$ cat src/rtl/bsmon_pkg.sv
package bsmon_pkg;

    typedef enum logic [1:0] {
        ST_NORMAL = 2'b00,
        ST_POS    = 2'b01,
        ST_NEG    = 2'b10,
        ST_DEAD   = 2'b11
    } bs_status_e;

    // Per-sample events produced by the run tracker
    typedef struct packed {
        logic valid;       // this cycle carries a sample
        logic ended_long;  // a run of at least MARK-1 bits was just broken
        logic pol;         // level of the run that is current before this sample
        logic saturated;   // run length reaches MARK-1 with this sample
        logic dead;        // run length exceeds the dead limit
    } run_ev_t;

    function automatic bs_status_e overrange_code(input logic level);
        return level ? ST_POS : ST_NEG;
    endfunction

endpackage

$ cat src/rtl/bsmon_run_tracker.sv
module bsmon_run_tracker
    import bsmon_pkg::*;
#(
    parameter int MARK_PERIOD = 128,
    parameter int DEAD_LIMIT  = 160
) (
    input  logic    clk,
    input  logic    rst,
    input  logic    smp_vld,
    input  logic    smp_bit,
    output run_ev_t ev
);
    localparam int LEN_W = $clog2(DEAD_LIMIT + 2);
    localparam logic [LEN_W-1:0] LEN_MAX  = LEN_W'(DEAD_LIMIT + 1);
    localparam logic [LEN_W-1:0] SAT_LEN  = LEN_W'(MARK_PERIOD - 1);
    localparam logic [LEN_W-1:0] DEAD_LEN = LEN_W'(DEAD_LIMIT);

    logic             run_val;
    logic [LEN_W-1:0] run_len;
    logic [LEN_W-1:0] len_nxt;
    logic             same;

    always_comb begin
        same = (smp_bit == run_val);
        if (same) begin
            len_nxt = (run_len == LEN_MAX) ? LEN_MAX : run_len + 1'b1;
        end else begin
            len_nxt = LEN_W'(1);
        end
        ev.valid      = smp_vld;
        ev.pol        = run_val;
        ev.ended_long = smp_vld && !same && (run_len >= SAT_LEN);
        ev.saturated  = smp_vld && (len_nxt >= SAT_LEN);
        ev.dead       = smp_vld ? (len_nxt > DEAD_LEN) : (run_len > DEAD_LEN);
    end

    always_ff @(posedge clk) begin
        if (rst) begin
            run_val <= 1'b0;
            run_len <= '0;
        end else if (smp_vld) begin
            run_val <= smp_bit;
            run_len <= len_nxt;
        end
    end

    // the saturating run counter never passes its cap
    assert_len_cap_R6: assert property (@(posedge clk) disable iff (rst)
        run_len <= LEN_MAX);

    // without a sample the run is untouched
    assert_idle_run_R3: assert property (@(posedge clk) disable iff (rst)
        !smp_vld |=> $stable(run_len) && $stable(run_val));

endmodule

$ cat src/rtl/bsmon_warmup.sv
module bsmon_warmup #(
    parameter int WARMUP = 160
) (
    input  logic clk,
    input  logic rst,
    input  logic smp_vld,
    output logic ready
);
    localparam int CW = $clog2(WARMUP + 1);
    localparam logic [CW-1:0] CMAX = CW'(WARMUP);

    logic [CW-1:0] cnt;

    always_ff @(posedge clk) begin
        if (rst) begin
            cnt <= '0;
        end else if (smp_vld && cnt != CMAX) begin
            cnt <= cnt + 1'b1;
        end
    end

    assign ready = (cnt == CMAX);

    // once valid, the status stays valid until reset
    assert_ready_hold_R2: assert property (@(posedge clk) disable iff (rst)
        ready |=> ready);

endmodule

$ cat src/rtl/bsmon_classifier.sv
module bsmon_classifier
    import bsmon_pkg::*;
#(
    parameter int MARK_PERIOD = 128
) (
    input  logic       clk,
    input  logic       rst,
    input  run_ev_t    ev,
    input  logic       clr_fault,
    output bs_status_e status,
    output logic       fault
);
    localparam int QW = $clog2(MARK_PERIOD + 1);
    localparam logic [QW-1:0] QMAX = QW'(MARK_PERIOD);

    logic [QW-1:0] quiet, quiet_nxt;
    bs_status_e    st_nxt;
    logic          fault_nxt;

    always_comb begin
        quiet_nxt = quiet;
        if (ev.valid) begin
            if (ev.saturated) begin
                quiet_nxt = '0;
            end else if (quiet != QMAX) begin
                quiet_nxt = quiet + 1'b1;
            end
        end

        st_nxt = status;
        if (ev.dead) begin
            st_nxt = ST_DEAD;
        end else if (ev.ended_long) begin
            st_nxt = overrange_code(ev.pol);
        end else if (ev.valid && quiet_nxt == QMAX && status != ST_DEAD) begin
            st_nxt = ST_NORMAL;
        end

        if (st_nxt == ST_DEAD) begin
            fault_nxt = 1'b1;
        end else if (clr_fault) begin
            fault_nxt = 1'b0;
        end else begin
            fault_nxt = fault;
        end
    end

    always_ff @(posedge clk) begin
        if (rst) begin
            quiet  <= '0;
            status <= ST_NORMAL;
            fault  <= 1'b0;
        end else begin
            quiet  <= quiet_nxt;
            status <= st_nxt;
            fault  <= fault_nxt;
        end
    end

    // the latched fault only drops after a clear request
    assert_fault_sticky_R7: assert property (@(posedge clk) disable iff (rst)
        $fell(fault) |-> $past(clr_fault));

    // a failed-source status is always accompanied by the latched fault
    assert_dead_latched_R6: assert property (@(posedge clk) disable iff (rst)
        (status == ST_DEAD) |-> fault);

    // the status holds across cycles without a sample
    assert_idle_hold_R11: assert property (@(posedge clk) disable iff (rst)
        !ev.valid |=> $stable(status));

endmodule

$ cat src/rtl/bitstream_health_monitor.sv
module bitstream_health_monitor
    import bsmon_pkg::*;
#(
    parameter int MARK_PERIOD = 128,
    parameter int DEAD_LIMIT  = 160,
    parameter int WARMUP      = 160
) (
    input  logic       clk,
    input  logic       rst,
    input  logic       smp_vld,
    input  logic       smp_bit,
    input  logic       clr_fault,
    output logic [1:0] status_code,
    output logic       status_vld,
    output logic       fault_sticky
);
    run_ev_t    ev;
    bs_status_e status;

    bsmon_run_tracker #(
        .MARK_PERIOD (MARK_PERIOD),
        .DEAD_LIMIT  (DEAD_LIMIT)
    ) u_runs (
        .clk     (clk),
        .rst     (rst),
        .smp_vld (smp_vld),
        .smp_bit (smp_bit),
        .ev      (ev)
    );

    bsmon_warmup #(
        .WARMUP (WARMUP)
    ) u_warm (
        .clk     (clk),
        .rst     (rst),
        .smp_vld (smp_vld),
        .ready   (status_vld)
    );

    bsmon_classifier #(
        .MARK_PERIOD (MARK_PERIOD)
    ) u_cls (
        .clk       (clk),
        .rst       (rst),
        .ev        (ev),
        .clr_fault (clr_fault),
        .status    (status),
        .fault     (fault_sticky)
    );

    assign status_code = status;

endmodule

$ cat config.mk
export PLATFORM = sky130hd
export DESIGN_NAME = bitstream_health_monitor
export DESIGN_NICKNAME = d
export VERILOG_FILES = /design/src/rtl/bsmon_pkg.sv /design/src/rtl/bsmon_run_tracker.sv /design/src/rtl/bsmon_warmup.sv /design/src/rtl/bsmon_classifier.sv /design/src/rtl/bitstream_health_monitor.sv
export SDC_FILE = /design/constraint.sdc
export NUM_CORES = 1
export LEC_CHECK = 0
export ABC_AREA = 1
export BUFFER_PORTS_ARGS = -buffer_cell sky130_fd_sc_hd__clkbuf_2
export CAP_MARGIN = 20
export CORE_AREA = 2 2 61 63
export DETAILED_ROUTE_END_ITERATION = 12
export DIE_AREA = 0 0 63 65
export GPL_TIMING_DRIVEN = 0
export MAX_ROUTING_LAYER = met4
export PLACE_DENSITY = 0.75
export RECOVER_POWER = 25
export SLEW_MARGIN = 40
export SYNTH_ARGS = -nofsm -noshare
export SYNTH_HDL_FRONTEND = slang
export SYNTH_SLANG_ARGS = --single-unit
$ cat constraint.sdc
create_clock -name clk -period 2.1 [get_ports clk]
set_input_delay 0.21 -clock clk [delete_from_list [all_inputs] [get_ports clk]]
set_output_delay 0.21 -clock clk [all_outputs]
set_load 0.01 [all_outputs]
======== Yosys cells after proc, flatten, opt, wreduce, memory -nomap -nowiden ========
Cells that the tools add are included.
word-level totals
  register bits after elaboration ......... 28
  input bits .............................. 5
  output and inout bits ................... 4
  logic and storage cells ................. 41
cells by class
  add/subtract/negate cells ............... 3
  magnitude comparators ................... 4
  equal/unequal tests ..................... 8
  mux-type cells .......................... 12
  reductions and logical operators ........ 8
operators by type and width
  cell                                                               number
  2-to-1 mux 8 bit                                                   5
  adder 8 x 1 -> 8 bit, second input constant                        3
  == test 8 bit, second input constant                               3
  greater-or-equal comparator 8 x 7 -> 1 bit, second input constant  2
  > comparator 8 bit, second input constant                          2
  inequality test 8 bit, second input constant                       2
  2-to-1 mux 2 bit                                                   4
  logical AND 1 bit                                                  6
  2-to-1 mux 1 bit                                                   3
  == test 2 bit, second input constant                               1
  inequality test 2 bit, second input constant                       1
  nonzero test 2 bit                                                 1
  == test 1 bit                                                      1
  zero test 1 bit                                                    1

======== Longest topological paths before layout ========
Gate-level depths: netlist of the first run.
  depth after elaboration ................. 15
  mapped depth ............................ 18
  mapped depth without buffers ............ 18

======== Cells and area by module ========
Synthesis of the first run repeated with hierarchy kept, for this count alone.
second synthesis, totals
  cells, all modules ...................... 296
  area total of the unflattened synthesis .. 1916.8 µm²
modules (own cells, without submodules)
  module             times used  cells an instance  area an instance (µm²)  seq. area each (µm²)
  bsmon_classifier   1           110                720.7                   220.2
  bsmon_run_tracker  1           104                680.7                   180.2
  bsmon_warmup       1           82                 515.5                   160.2

======== Worst setup path after synthesis of the first run ========
No wires, ideal clock.
  kind .................................... flip-flop to flip-flop
  start ................................... register u_runs.run_len[0]
  end ..................................... register u_cls.fault
  data arrival time ....................... 1.871 ns
  data required time ...................... 1.988 ns
  slack ................................... 0.117 ns
  cell stages (with the launch flop) ...... 18
  path buffers ............................ 0
  cell sequence ........................... dfxtp_1 -> inv_2 -> ha_1 -> nand3_1 -> inv_1 -> nand4_1 -> nor2_2 -> nand3_4 -> nand3_1 -> nand2_1 -> nor2_1 -> nand2_1 -> o21ai_1 -> nand2_1 -> nand2_1 -> nand2_1 -> nand2_1 -> nand2_1
on the way
  cells in the longest elaborated chain, start to end .. 15
  elaborated cells between the ends (all ways) .. 22
RTL lines
  item                                                    line                     text
  start: declaration                                      bsmon_run_tracker.sv:19  logic [LEN_W-1:0] run_len;
  start signal: assignment                                bsmon_run_tracker.sv:43  run_len <= len_nxt;
  adder 8 x 1 -> 8 bit or == test 8 bit (tied branches)   bsmon_run_tracker.sv:26  len_nxt = (run_len == LEN_MAX) ? LEN_MAX : run_len + 1'b1;
  2-to-1 mux 8 bit                                        bsmon_run_tracker.sv:26
  2-to-1 mux 8 bit                                        bsmon_run_tracker.sv:25  if (same) begin
  greater-or-equal comparator 8 x 7 -> 1 bit              bsmon_run_tracker.sv:33  ev.saturated = smp_vld && (len_nxt >= SAT_LEN);
  logical AND 1 bit                                       bsmon_run_tracker.sv:33
  2-to-1 mux 8 bit                                        bsmon_classifier.sv:23   if (ev.saturated) begin
  2-to-1 mux 8 bit                                        bsmon_classifier.sv:22   if (ev.valid) begin
  == test 8 bit                                           bsmon_classifier.sv:35   end else if (ev.valid && quiet_nxt == QMAX && status != ST_DEAD) begin
  logical AND 1 bit (2 in series)                         bsmon_classifier.sv:35
  2-to-1 mux 2 bit                                        bsmon_classifier.sv:35
  2-to-1 mux 2 bit                                        bsmon_classifier.sv:33   end else if (ev.ended_long) begin
  2-to-1 mux 2 bit (*)                                    bsmon_classifier.sv:31   if (ev.dead) begin
  == test 2 bit (*)                                       bsmon_classifier.sv:39   if (st_nxt == ST_DEAD) begin
  2-to-1 mux 1 bit or nonzero test 2 bit (tied branches)  n/a
  end signal: assignment                                  bsmon_classifier.sv:56   fault <= fault_nxt;
  end: declaration                                        bsmon_classifier.sv:11   output logic fault
Every way passes the cells marked *; elsewhere a longest branch is shown, timed or not.
A chain may end at the register's enable or synchronous reset.

======== Worst setup path in the final report of the first run ========
Same ends and word-level chain as after synthesis.

==> run_results.csv, run 1 <==
group,metric,value,unit
timing,maxSlewViolCount,0,
cells_and_area,syn_to_final_growth,22.02,%
floorplan,die_width,63,um
clocking,clkTransAtPathRegs,0.13,ns
timing,timing.fmax,466.0,MHz
synthesis,mappedNetlistArea,1755,um2
floorplan,die_h,65,um
pwr,sw_ratio,0.2773,
pwr,internal_power,0.6851,mW
setup_path,reg2reg_depth,17,
setup_path,critical_path.endpoint_type,"flip-flop",
setup_path,cp_slowest_cell,"sky130_fd_sc_hd__dfxtp_4",
drt,wl_per_cell,11.67,um
timing,final_number_of_setup_violating_endpoints,1,
timing,fin_setup_tns,-0.04594,ns
setup_path,cpMostUsedCell,"sky130_fd_sc_hd__nand2_1",
cells_and_area,multi_input_area,1136,um2
place,port_buffer_count,7,
setup_path,cp.required,2.33,ns
worst_hold_path,worst_hold_path_type,"in -> reg",
cells_and_area,ff_latch_area,570.5,um2
pwr,pwr_density_cell,442.6,nW/um2
clocking,tritoncts_clock_tree,"yes",
timing,report.final.hold_viol_count,0,
synthesis,syn_inst,254,
synthesis,post_synth_most_frequent_cells,"sky130_fd_sc_hd__nand2_1, sky130_fd_sc_hd__dfxtp_1, sky130_fd_sc_hd__nor2_1",
clocking,cts_root_buf,"sky130_fd_sc_hd__clkbuf_4",
global_route,grt_start_max_net_pins,15,
synthesis,synth-seq-cells,28,
floorplan,io_pins,9,
status,run_status,"finished, violations left",
setup_path,timing.critical_path.arrival,2.38,ns
timing,holdWs,0.1219,ns
clocking,cts.sink_count,28,
worst_hold_path,whs_path_depth,3,
synthesis,synthTopCellsByArea,"sky130_fd_sc_hd__dfxtp_1, sky130_fd_sc_hd__nand2_1, sky130_fd_sc_hd__a21oi_1",
pwr,vdd_ir_drop_max,0.3536,mV
place,dp_cells,309,
pwr,combinationalPowerShare,0.174,
drt,drc,0,
global_route,overflow,0,
floorplan,floorplan.initialDensity,0.5021,
timing,fin_crit_sh,1.022,
synthesis,synth-edff-count,0,
synthesis,synth_seq_area_share,0.3193,
cells_and_area,nNetsFinal,297,
timing,maxSlewHeadroom,0.6882,
synthesis,yosysTopAreaCellShare,0.3193,
timing,final.min_clock_period,2.146,ns
pwr,pwr-share-clk,0.224,
cells_and_area,final.fill_count,332,
setup_path,critical_path.startpoint_type,"flip-flop",
place,detailed_place_hpwl,2645,um
place,pre_cts_setup_slack,-0.1245,ns
cells_and_area,layout.cells.non_filler,331,
synthesis,postSynth.topFlopCell,"sky130_fd_sc_hd__dfxtp_1",
pwr,share_seq_of_total_power,0.602,
clocking,cts.htree.levels,1,
global_route,antenna_found_initial,0,
floorplan,std_cell_rows,22,
clocking,ctsHoldBuffers,0,
drt,route.vias.total,1708,
drt,detail_route.vias_per_cell,5.160,
synthesis,postSynth.asyncResetShare,0,
setup_path,slowest_delay,0.43,ns
place,routabilityCongestion,0.8817,
synthesis,netlist-cell-type-count,34,
timing,timing.clock.skew,0.001808,ns
global_route,grt_pass1_vias,1585,
setup_path,crit_fanout,8,
timing,rsz0062_at_grt,"yes",
pwr,cellLeakagePower,0.8779,nW
floorplan,core_region_area,3496,um2
pwr,switchingPower,0.2629,mW
drt,detail_route.wirelength,3862,um
timing,postLayoutSetupSlackWorst,-0.04594,ns
synthesis,synthesis.yosys.warnings,0,
timing,max_slew.worst_pin.slew,0.4634,ns
drt,drt.antenna.violating_nets,0,
synthesis,synthDominantAreaCellType,"sky130_fd_sc_hd__dfxtp_1",
cells_and_area,final_layout_size_suffix_gt1_frac,0.2615,
global_route,gr-usage-all-layers,0.2066,
status,violations,"setup timing",
clocking,worstSkewPairLatency,0.32,ns
clocking,cts_made_buffers,3,
cells_and_area,antenna_cells,0,
synthesis,syn_area_per_cell,6.911,um2
setup_path,critical_path_class,"reg -> reg",
floorplan,floorplan.die_area,4095,um2
clocking,max-clock-path-buffers,2,
drt,drt_iter0_markers,64,
flow_run,max_cap_viol_count,0,
global_route,grt_first_pass_wirelength,6679,um
setup_path,crit_chain,"inv_6 > ha_4 > nand3_2 > inv_2 > nand4_1 > nor2_2 > nand3_4 > nand3_2 > nand2_2 > nor2_1 > nand2_1 > o21ai_1 > nand2_1 > nand2_1 > nand2_1 > nand2_1 > nand2_1",
synthesis,yosys.cell_count.top_type,"sky130_fd_sc_hd__nand2_1",
synthesis,mappedNetlistNets,266,
drt,firstDrtPassIters,4,
[through the flow]
step | utilization | power, mW | cell area [um2]
after floorplan | - | 0.6788 | 1755
after global placement | 0.5293 | 0.7062 | 1851
after detailed placement | 0.5293 | 0.7073 | 1851
after CTS | 0.5948 | 0.9462 | 2079
after global routing | 0.6127 | 0.9938 | 2142
final | 0.6127 | 0.9480 | 2142
[layer usage]
layer / GRT usage / routed length, um
met5: - / 0
met4: 0.07500 / 59
met3: 0.01736 / 67
met2: 0.3577 / 1854
met1: 0.2524 / 1880
[flip-flops by register name (all words and copies together) (netlist names)]
register	count
u_cls.fault	1
u_cls.quiet	8
u_cls.status	2
u_runs.run_len	8
u_runs.run_val	1
u_warm.cnt	8
[timing repair]
item / in CTS / in global routing
buffers inserted: 15 / 4
resized for setup: 25 / 10
endpoints found under the hold margin: 0 / 0
endpoints found under the setup margin: 3 / 7
pin swaps: 16 / 13
[power by group through the flow]
stage	Sequential [mW]	Clock, mW	Combinational, mW
2_1_floorplan	0.574	0	0.105
3_3_place_gp	0.577	0	0.129
3_5_place_dp	0.578	0	0.130
4_1_cts	0.570	0.220	0.156
5_1_grt	0.574	0.234	0.186
6_report	0.571	0.212	0.165
[placed cells by master, fill, tap and decap left out, types with 2 or more instances in the layout]
cell,n
sky130_fd_sc_hd__nand2_1,53
sky130_fd_sc_hd__nor2_1,24
sky130_fd_sc_hd__dfxtp_1,24
sky130_fd_sc_hd__inv_1,21
sky130_fd_sc_hd__a21oi_1,21
sky130_fd_sc_hd__buf_4,18
sky130_fd_sc_hd__nand3_1,12
sky130_fd_sc_hd__nand4_1,10
sky130_fd_sc_hd__o21ai_0,9
sky130_fd_sc_hd__nand3_2,9
sky130_fd_sc_hd__inv_2,8
sky130_fd_sc_hd__nor3_1,7
sky130_fd_sc_hd__clkbuf_1,5
sky130_fd_sc_hd__nor2_4,4
sky130_fd_sc_hd__nand2_2,4
sky130_fd_sc_hd__ha_1,4
sky130_fd_sc_hd__clkbuf_4,4
sky130_fd_sc_hd__clkbuf_2,4
sky130_fd_sc_hd__nor2_2,3
sky130_fd_sc_hd__xor2_1,3
sky130_fd_sc_hd__ha_4,3
sky130_fd_sc_hd__inv_4,2
sky130_fd_sc_hd__nor4_1,2
sky130_fd_sc_hd__nand3_4,2
sky130_fd_sc_hd__o21ai_1,2
sky130_fd_sc_hd__xnor2_1,2
sky130_fd_sc_hd__a21oi_2,2
sky130_fd_sc_hd__a211oi_1,2
sky130_fd_sc_hd__nor3b_1,2
sky130_fd_sc_hd__dfxtp_4,2
sky130_fd_sc_hd__dfxtp_2,2
[critical path, delay by kind of cell, from the launching register on]
kind,cells,cell delay (ns)
AO/OA/AOI/OAI,1,0.14
adder cells (fa/ha/maj),1,0.26
buffers and inverters,2,0.10
flip-flops,1,0.43
AND/OR/NAND/NOR,13,1.13
[worst paths after layout]
kind | startpoint | slack (ns) | end
max | u_runs.run_len[0] | -0.05 | u_cls.fault
min | clr_fault | 0.12 | u_cls.fault
max reg2reg | u_runs.run_len[0] | -0.05 | u_cls.fault
min reg2reg | u_cls.fault | 0.48 | u_cls.fault
[final cells by class]
class	count	area share
flip-flops and latches	28	0.2664
multi-input cells	188	0.5304
plain buffers	5	0.02103
well taps	48	0.02804
clock buffers	3	0.01051
inverters	33	0.06250
repair buffers	26	0.08119
[kinds of logic after synthesis]
logic type               after synthesis  synth area share
XOR/XNOR                               6           0.04063
AO/OA/AOI/OAI                         38            0.1155
adder cells (fa/ha/maj)                7           0.04989
buffers and inverters                 38           0.09622
flip-flops                            28            0.3193
AND/OR/NAND/NOR                      137            0.3785
(Power assumes the default switching activity.)
==> run 2, diff against run 1 <==
--- a/config.mk
+++ b/config.mk
@@ -6,16 +6,17 @@
 export NUM_CORES = 1
 export LEC_CHECK = 0
 export ABC_AREA = 1
-export BUFFER_PORTS_ARGS = -buffer_cell sky130_fd_sc_hd__clkbuf_2
 export CAP_MARGIN = 20
-export CORE_AREA = 2 2 61 63
+export CORE_AREA = 2 2 63 65
 export DETAILED_ROUTE_END_ITERATION = 12
-export DIE_AREA = 0 0 63 65
+export DIE_AREA = 0 0 65 67
+export DONT_BUFFER_PORTS = 1
 export GPL_TIMING_DRIVEN = 0
 export MAX_ROUTING_LAYER = met4
-export PLACE_DENSITY = 0.75
+export PLACE_DENSITY = 0.74
 export RECOVER_POWER = 25
 export SLEW_MARGIN = 40
 export SYNTH_ARGS = -nofsm -noshare
 export SYNTH_HDL_FRONTEND = slang
+export SYNTH_HIERARCHICAL = 1
 export SYNTH_SLANG_ARGS = --single-unit
==> run 2 against run 1 <==
Effect of this change: the run still ends with setup timing left; cell area grew 9.8%; routed wire length grew 11%; maximum frequency shrank 5.5%; critical path depth grew 3; register-to-register slack lost 0.12 ns.
==> run_results.csv, run 2 <==
group,metric,value,unit
drt,detail_route.vias_per_cell,5.097,
global_route,gr-usage-all-layers,0.2182,
place,dp_cells,344,
synthesis,post_synth_most_frequent_cells,"sky130_fd_sc_hd__nand2_1, sky130_fd_sc_hd__inv_1, sky130_fd_sc_hd__nor2_1",
synthesis,postSynth.topFlopCell,"sky130_fd_sc_hd__dfxtp_1",
worst_hold_path,worst_hold_path_type,"in -> reg",
clocking,max-clock-path-buffers,2,
synthesis,synthTopCellsByArea,"sky130_fd_sc_hd__dfxtp_1, sky130_fd_sc_hd__nand2_1, sky130_fd_sc_hd__nand3_1",
clocking,cts.sink_count,28,
floorplan,std_cell_rows,22,
timing,final.min_clock_period,2.271,ns
floorplan,die_width,65,um
setup_path,critical_path.startpoint_type,"flip-flop",
floorplan,floorplan.initialDensity,0.5316,
floorplan,floorplan.die_area,4355,um2
worst_hold_path,timing.hold.worst.start,"smp_bit",
drt,drt.antenna.violating_nets,0,
setup_path,critical_path_class,"reg -> reg",
synthesis,netlist-cell-type-count,35,
clocking,cts_made_buffers,3,
timing,maxSlewHeadroom,0.7212,
timing,postLayoutSetupSlackWorst,-0.1706,ns
setup_path,cp.required,2.29,ns
cells_and_area,syn_to_final_growth,22.65,%
flow_run,max_cap_viol_count,0,
clocking,tritoncts_clock_tree,"yes",
setup_path,crit_fanout,5,
timing,maxSlewViolCount,0,
synthesis,mappedNetlistArea,1917,um2
cells_and_area,antenna_cells,0,
synthesis,synthDominantAreaCellType,"sky130_fd_sc_hd__dfxtp_1",
synthesis,postSynth.asyncResetShare,0,
drt,detail_route.wirelength,4282,um
global_route,grt_start_max_net_pins,17,
status,run_status,"finished, violations left",
cells_and_area,final_layout_size_suffix_gt1_frac,0.2780,
timing,rsz0062_at_grt,"yes",
synthesis,synth-edff-count,0,
drt,wl_per_cell,11.86,um
timing,fin_setup_tns,-0.3357,ns
cells_and_area,layout.cells.non_filler,361,
clocking,clkTransAtPathRegs,0.10,ns
drt,drc,0,
timing,max_slew.worst_pin.slew,0.4150,ns
clocking,cts_root_buf,"sky130_fd_sc_hd__clkbuf_8",
setup_path,reg2reg_depth,20,
floorplan,core_region_area,3606,um2
timing,timing.clock.skew,0.007007,ns
setup_path,rrSetupSlack,-0.17,ns
clocking,worstSkewPairLatency,0.28,ns
pwr,vdd_ir_drop_max,0.4314,mV
global_route,antenna_found_initial,0,
synthesis,synthesis.yosys.warnings,6,
timing,report.final.hold_viol_count,0,
place,detailed_place_hpwl,2951,um
setup_path,slowest_delay,0.38,ns
synthesis,synth_seq_area_share,0.2924,
status,violations,"setup timing",
cells_and_area,final_core_util,0.6520,
synthesis,mappedNetlistNets,308,
synthesis,synth-seq-cells,28,
setup_path,cpMostUsedCell,"sky130_fd_sc_hd__nand2_2",
timing,timing.fmax,440.4,MHz
setup_path,regToRegStartpoint,"u_runs/run_len[0]",
synthesis,syn_inst,296,
pwr,cellLeakagePower,1.029,nW
setup_path,critical_path.reg2reg.endpoint,"u_cls/fault",
cells_and_area,highest_count_cells_in_the_layout_ignoring_fill_and_taps,"sky130_fd_sc_hd__nand2_1, sky130_fd_sc_hd__inv_1, sky130_fd_sc_hd__nor2_1, sky130_fd_sc_hd__nand3_1, sky130_fd_sc_hd__dfxtp_1",
drt,route.vias.total,1840,
drt,drt_iter0_markers,93,
timing,holdWs,0.06614,ns
drt,firstDrtPassIters,4,
synthesis,yosys.cell_count.top_type,"sky130_fd_sc_hd__nand2_1",
setup_path,cp_slowest_cell,"sky130_fd_sc_hd__dfxtp_4",
floorplan,die_h,67,um
clocking,cts.htree.levels,1,
cells_and_area,layout.cells.most_common,"sky130_fd_sc_hd__nand2_1",
setup_path,endpoint,"u_cls/fault",
setup_path,crit_chain,"ha_4 > nand2_4 > nor2_4 > nand3b_1 > nor2_2 > nand3_2 > o21ai_2 > inv_2 > nand2_4 > nand2_8 > nand2_4 > nand3_4 > nor2_4 > nand2_2 > nand2_1 > nand2_1 > nand2_2 > nand2_2 > nand2_2 > nand2_1",
setup_path,timing.critical_path.arrival,2.46,ns
synthesis,syn_area_per_cell,6.476,um2
floorplan,io_pins,9,
setup_path,critical_path.endpoint_type,"flip-flop",
place,routabilityCongestion,0.9062,
setup_path,crit_start,"u_runs/run_len[0]",
global_route,grt_pass1_vias,1682,
timing,fin_crit_sh,1.081,
timing,final_number_of_setup_violating_endpoints,2,
global_route,grt_first_pass_wirelength,7217,um
cells_and_area,nNetsFinal,326,
place,pre_cts_setup_slack,-0.3850,ns
global_route,overflow,0,
cells_and_area,top_regs,"u_cls/quiet (8), u_runs/run_len (8), u_warm/cnt (8)",
synthesis,yosysTopAreaCellShare,0.2924,
place,port_buffer_count,0,
pwr,pwr_density_cell,519.9,nW/um2
[run 2: layout make-up]
| cell class | count | area (um2) |
|---|---|---|
| plain buffers | 8 | 58.81 |
| clock buffers | 3 | 41.29 |
| clock inverters | 1 | 30.03 |
| fillers | 328 | 1255 |
| inverters | 40 | 153.9 |
| multi-input cells | 220 | 1338 |
| flip-flops and latches | 28 | 569.3 |
| well taps | 48 | 60.06 |
| repair buffers | 13 | 100.1 |
[run 2: stage by stage]
| stage | cell area [um2] | total power, mW |
|---|---|---|
| 2_1_floorplan | 1918 | 0.7113 |
| 3_3_place_gp | 1978 | 0.7377 |
| 3_5_place_dp | 1978 | 0.7409 |
| 4_1_cts | 2205 | 1.204 |
| 5_1_grt | 2351 | 1.286 |
| 6_report | 2351 | 1.222 |
[run 2: worst min-delay path by stage]
stage,to,depth (start not counted)
final,u_runs/run_val,2
after global routing,u_runs/run_val,2
after detailed placement,u_warm/cnt[4],1
after CTS,u_runs/run_val,2
after floorplan,u_warm/cnt[4],1
after global placement,u_warm/cnt[4],1
[run 2: logic make-up after synthesis]
kind of cell | Yosys count | share of synthesized area
simple gates | 177 | 0.4406
buf+inv | 48 | 0.1083
flops | 28 | 0.2924
compound gates | 31 | 0.09008
xor+xnor | 5 | 0.02284
fa+ha+maj | 7 | 0.04569
[run 2: repair_timing]
item | 4_1_cts | 5_1_grt
hold endpoints to repair | 6 | 0
hold buffers | 1 | 0
pin swaps | 12 | 19
endpoints found under the setup margin | 3 | 3
cloned | 0 | 0
buffers inserted | 8 | 4
resized for setup | 24 | 27
[run 2: metal layers]
layer  global-route usage  share of wire
met1               0.2648           0.47
met2               0.3814           0.50
met3              0.04223          0.031
met4              0.03723         0.0028
met5                    -              0
[run 2: power breakdown]
group / switching [mW] / internal (mW) / total, mW / leakage [nW]
Sequential: 0.0233 / 0.550 / 0.573 / 0.230
Combinational: 0.126 / 0.0897 / 0.216 / 0.763
Clock: 0.178 / 0.256 / 0.434 / 0.0357
Total: 0.327 / 0.895 / 1.22 / 1.03
[run 2: worst max-delay path, delay by kind of cell, from the launching register on]
family,cells,cell delay [ns]
DFF,1,0.38
adders and majority gates,1,0.19
AOI/OAI and AO/OA,1,0.15
buffers and inverters,1,0.06
and+or+nand+nor,17,1.42
==> run 3, diff against run 2 <==
--- a/config.mk
+++ b/config.mk
@@ -8,6 +8,7 @@
 export ABC_AREA = 1
 export CAP_MARGIN = 20
 export CORE_AREA = 2 2 63 65
+export CTS_BUF_LIST = sky130_fd_sc_hd__clkbuf_16
 export DETAILED_ROUTE_END_ITERATION = 12
 export DIE_AREA = 0 0 65 67
 export DONT_BUFFER_PORTS = 1
==> run 3 against run 2 <==
Effect of this change: the flow still finishes with violations (setup timing); sequential cell count did not move; setup slack improved by 0.0025 ns; combinational power fell by 8%; sequential power barely moved; first-iteration DRC count rose by 2.2%; register-to-register slack barely moved; routed wire length rose by 1.5%; sequential share of layout area barely moved; clock-buffer cell count did not move; non-clock buffer count fell by 4; largest cell class unchanged; largest power group unchanged.
==> run_results.csv, run 3 (synthesis results as in run 2) <==
group,metric,value,unit
status,run_status,"finished, violations left",
status,violations,"setup timing",
drt,route.vias.total,1845,
timing,maxSlewHeadroom,0.7220,
setup_path,critical_path.startpoint_type,"flip-flop",
cells_and_area,final_core_util,0.6509,
timing,holdWs,0.004433,ns
cells_and_area,antenna_cells,0,
drt,firstDrtPassIters,4,
setup_path,slowest_delay,0.39,ns
drt,wl_per_cell,12.18,um
global_route,grt_first_pass_wirelength,6969,um
clocking,worstSkewPairLatency,0.27,ns
pwr,pwr-share-clk,0.424,
place,detailed_place_hpwl,2951,um
cells_and_area,top_regs,"u_cls/quiet (8), u_runs/run_len (8), u_warm/cnt (8)",
pwr,vdd_ir_drop_max,0.4553,mV
clocking,clkTransAtPathRegs,0.07,ns
clocking,cts.htree.levels,1,
floorplan,io_pins,9,
clocking,cts_made_buffers,3,
cells_and_area,syn_to_final_growth,22.45,%
place,routabilityCongestion,0.9062,
floorplan,die_width,65,um
clocking,cts_root_buf,"sky130_fd_sc_hd__clkbuf_16",
timing,maxSlewViolCount,0,
cells_and_area,final_layout_size_suffix_gt1_frac,0.2686,
drt,drt_iter0_markers,95,
timing,report.final.hold_viol_count,0,
setup_path,cp_slowest_cell,"sky130_fd_sc_hd__dfxtp_4",
floorplan,std_cell_rows,22,
global_route,grt_pass1_vias,1635,
drt,drc,0,
place,dp_cells,344,
setup_path,crit_chain,"inv_4 > ha_4 > nor3b_2 > nand2_2 > nand3_2 > nor2_4 > nand3_2 > o21ai_2 > inv_2 > nand2_4 > nand2_8 > nand2_4 > nand3_2 > nor2_2 > nand2_2 > nand2_1 > nand2_1 > nand2_2 > nand2_2 > nand2_2 > nand2_1",
pwr,cellLeakagePower,1.021,nW
global_route,grt_start_max_net_pins,17,
clocking,cts.sink_count,28,
timing,final.min_clock_period,2.268,ns
setup_path,cpMostUsedCell,"sky130_fd_sc_hd__nand2_2",
global_route,antenna_found_initial,0,
global_route,gr-usage-all-layers,0.2098,
floorplan,die_h,67,um
pwr,combinationalPowerShare,0.148,
cells_and_area,highest_count_cells_in_the_layout_ignoring_fill_and_taps,"sky130_fd_sc_hd__nand2_1, sky130_fd_sc_hd__inv_1, sky130_fd_sc_hd__nor2_1, sky130_fd_sc_hd__nand3_1, sky130_fd_sc_hd__dfxtp_1",
setup_path,cp.required,2.27,ns
global_route,overflow,0,
worst_hold_path,worst_hold_path_type,"in -> reg",
setup_path,crit_fanout,5,
timing,timing.clock.skew,0.005074,ns
cells_and_area,layout.cells.non_filler,357,
setup_path,timing.critical_path.arrival,2.43,ns
floorplan,floorplan.initialDensity,0.5316,
cells_and_area,layout.cells.most_common,"sky130_fd_sc_hd__nand2_1",
floorplan,floorplan.die_area,4355,um2
timing,max_slew.worst_pin.slew,0.4138,ns
timing,fin_setup_tns,-0.3340,ns
pwr,p_total,1.342,mW
timing,final_number_of_setup_violating_endpoints,2,
cells_and_area,nNetsFinal,322,
timing,rsz0062_at_grt,"yes",
drt,drt.antenna.violating_nets,0,
flow_run,max_cap_viol_count,0,
timing,fin_crit_sh,1.080,
drt,detail_route.vias_per_cell,5.168,
pwr,pwr_density_cell,571.9,nW/um2
timing,timing.fmax,440.9,MHz
timing,postLayoutSetupSlackWorst,-0.1681,ns
floorplan,core_region_area,3606,um2
pwr,share_seq_of_total_power,0.427,
pwr,switchingPower,0.3348,mW
drt,detail_route.wirelength,4348,um
pwr,sw_ratio,0.2494,
setup_path,critical_path.endpoint_type,"flip-flop",
clocking,max-clock-path-buffers,2,
pwr,internal_power,1.008,mW
place,port_buffer_count,0,
clocking,tritoncts_clock_tree,"yes",
setup_path,critical_path_class,"reg -> reg",
==> run 3: changes by cell type in the layout (fill, tap and decap cells not counted), sizes merged <==
cell	change
clkbuf	-1
buf	-4
dlygate4sd3	+1
==> run 3: path summary, 6_finish.rpt <==
check / startpoint / to / slack, ns / cells after the start
worst max-delay path: u_runs/run_len[1] / u_cls/fault / -0.17 / 21
worst min-delay path: rst / u_warm/cnt[3] / 0.004 / 1
worst max register to register: u_runs/run_len[1] / u_cls/fault / -0.17 / 21
worst min register to register: u_warm/cnt[3] / u_warm/cnt[3] / 0.51 / 2
==> run 3: final cells by class <==
class	instances	area, um2
Multi-Input combinational cell	220	1330
Clock buffer	3	75.07
Fill cell	329	1259
Tap cell	48	60.06
Sequential cell	28	569.3
Clock inverter	1	30.03
Timing Repair Buffer	9	72.57
Buffer	8	56.30
Inverter	40	153.9
==> run 3: per-stage QoR <==
step	cell area, um2	setup slack, ns
4_1_cts	2222	-0.2007
6_report	2347	-0.1681
2_1_floorplan	1918	0.007358
3_5_place_dp	1978	-0.3850
3_3_place_gp	1978	-0.3865
5_1_grt	2347	-0.3370
==> run 3: critical path, delay by kind of cell (launching register included) <==
family | cells | cell delay [ns]
adder cells (fa/ha/maj) | 1 | 0.14
flip-flops | 1 | 0.39
buffers and inverters | 2 | 0.11
AO/OA/AOI/OAI | 1 | 0.15
AND/OR/NAND/NOR | 17 | 1.40
==> run 3: power by group through the flow <==
stage | registers [mW] | logic, mW | clock network (mW)
after floorplan | 0.578 | 0.133 | 0
after global placement | 0.583 | 0.155 | 0
after detailed placement | 0.584 | 0.157 | 0
after CTS | 0.573 | 0.176 | 0.586
after global routing | 0.577 | 0.219 | 0.609
final | 0.574 | 0.199 | 0.570
==> run 3: what timing repair did <==
| action | CTS | global route |
|---|---|---|
| pin swaps | 16 | 18 |
| gates cloned | 0 | 0 |
| setup buffers | 5 | 2 |
| hold endpoints to repair | 3 | 2 |
| resized for setup | 26 | 24 |
| hold buffers | 1 | 1 |
| endpoints found under the setup margin | 3 | 3 |
==> run 3: routing by layer <==
layer,part of all wire,track usage,vias up
met4,0.0039,0.03191,0
met2,0.50,0.3750,34
met5,0,-,-
li1,-,-,962
met3,0.045,0.04054,2
met1,0.45,0.2497,847
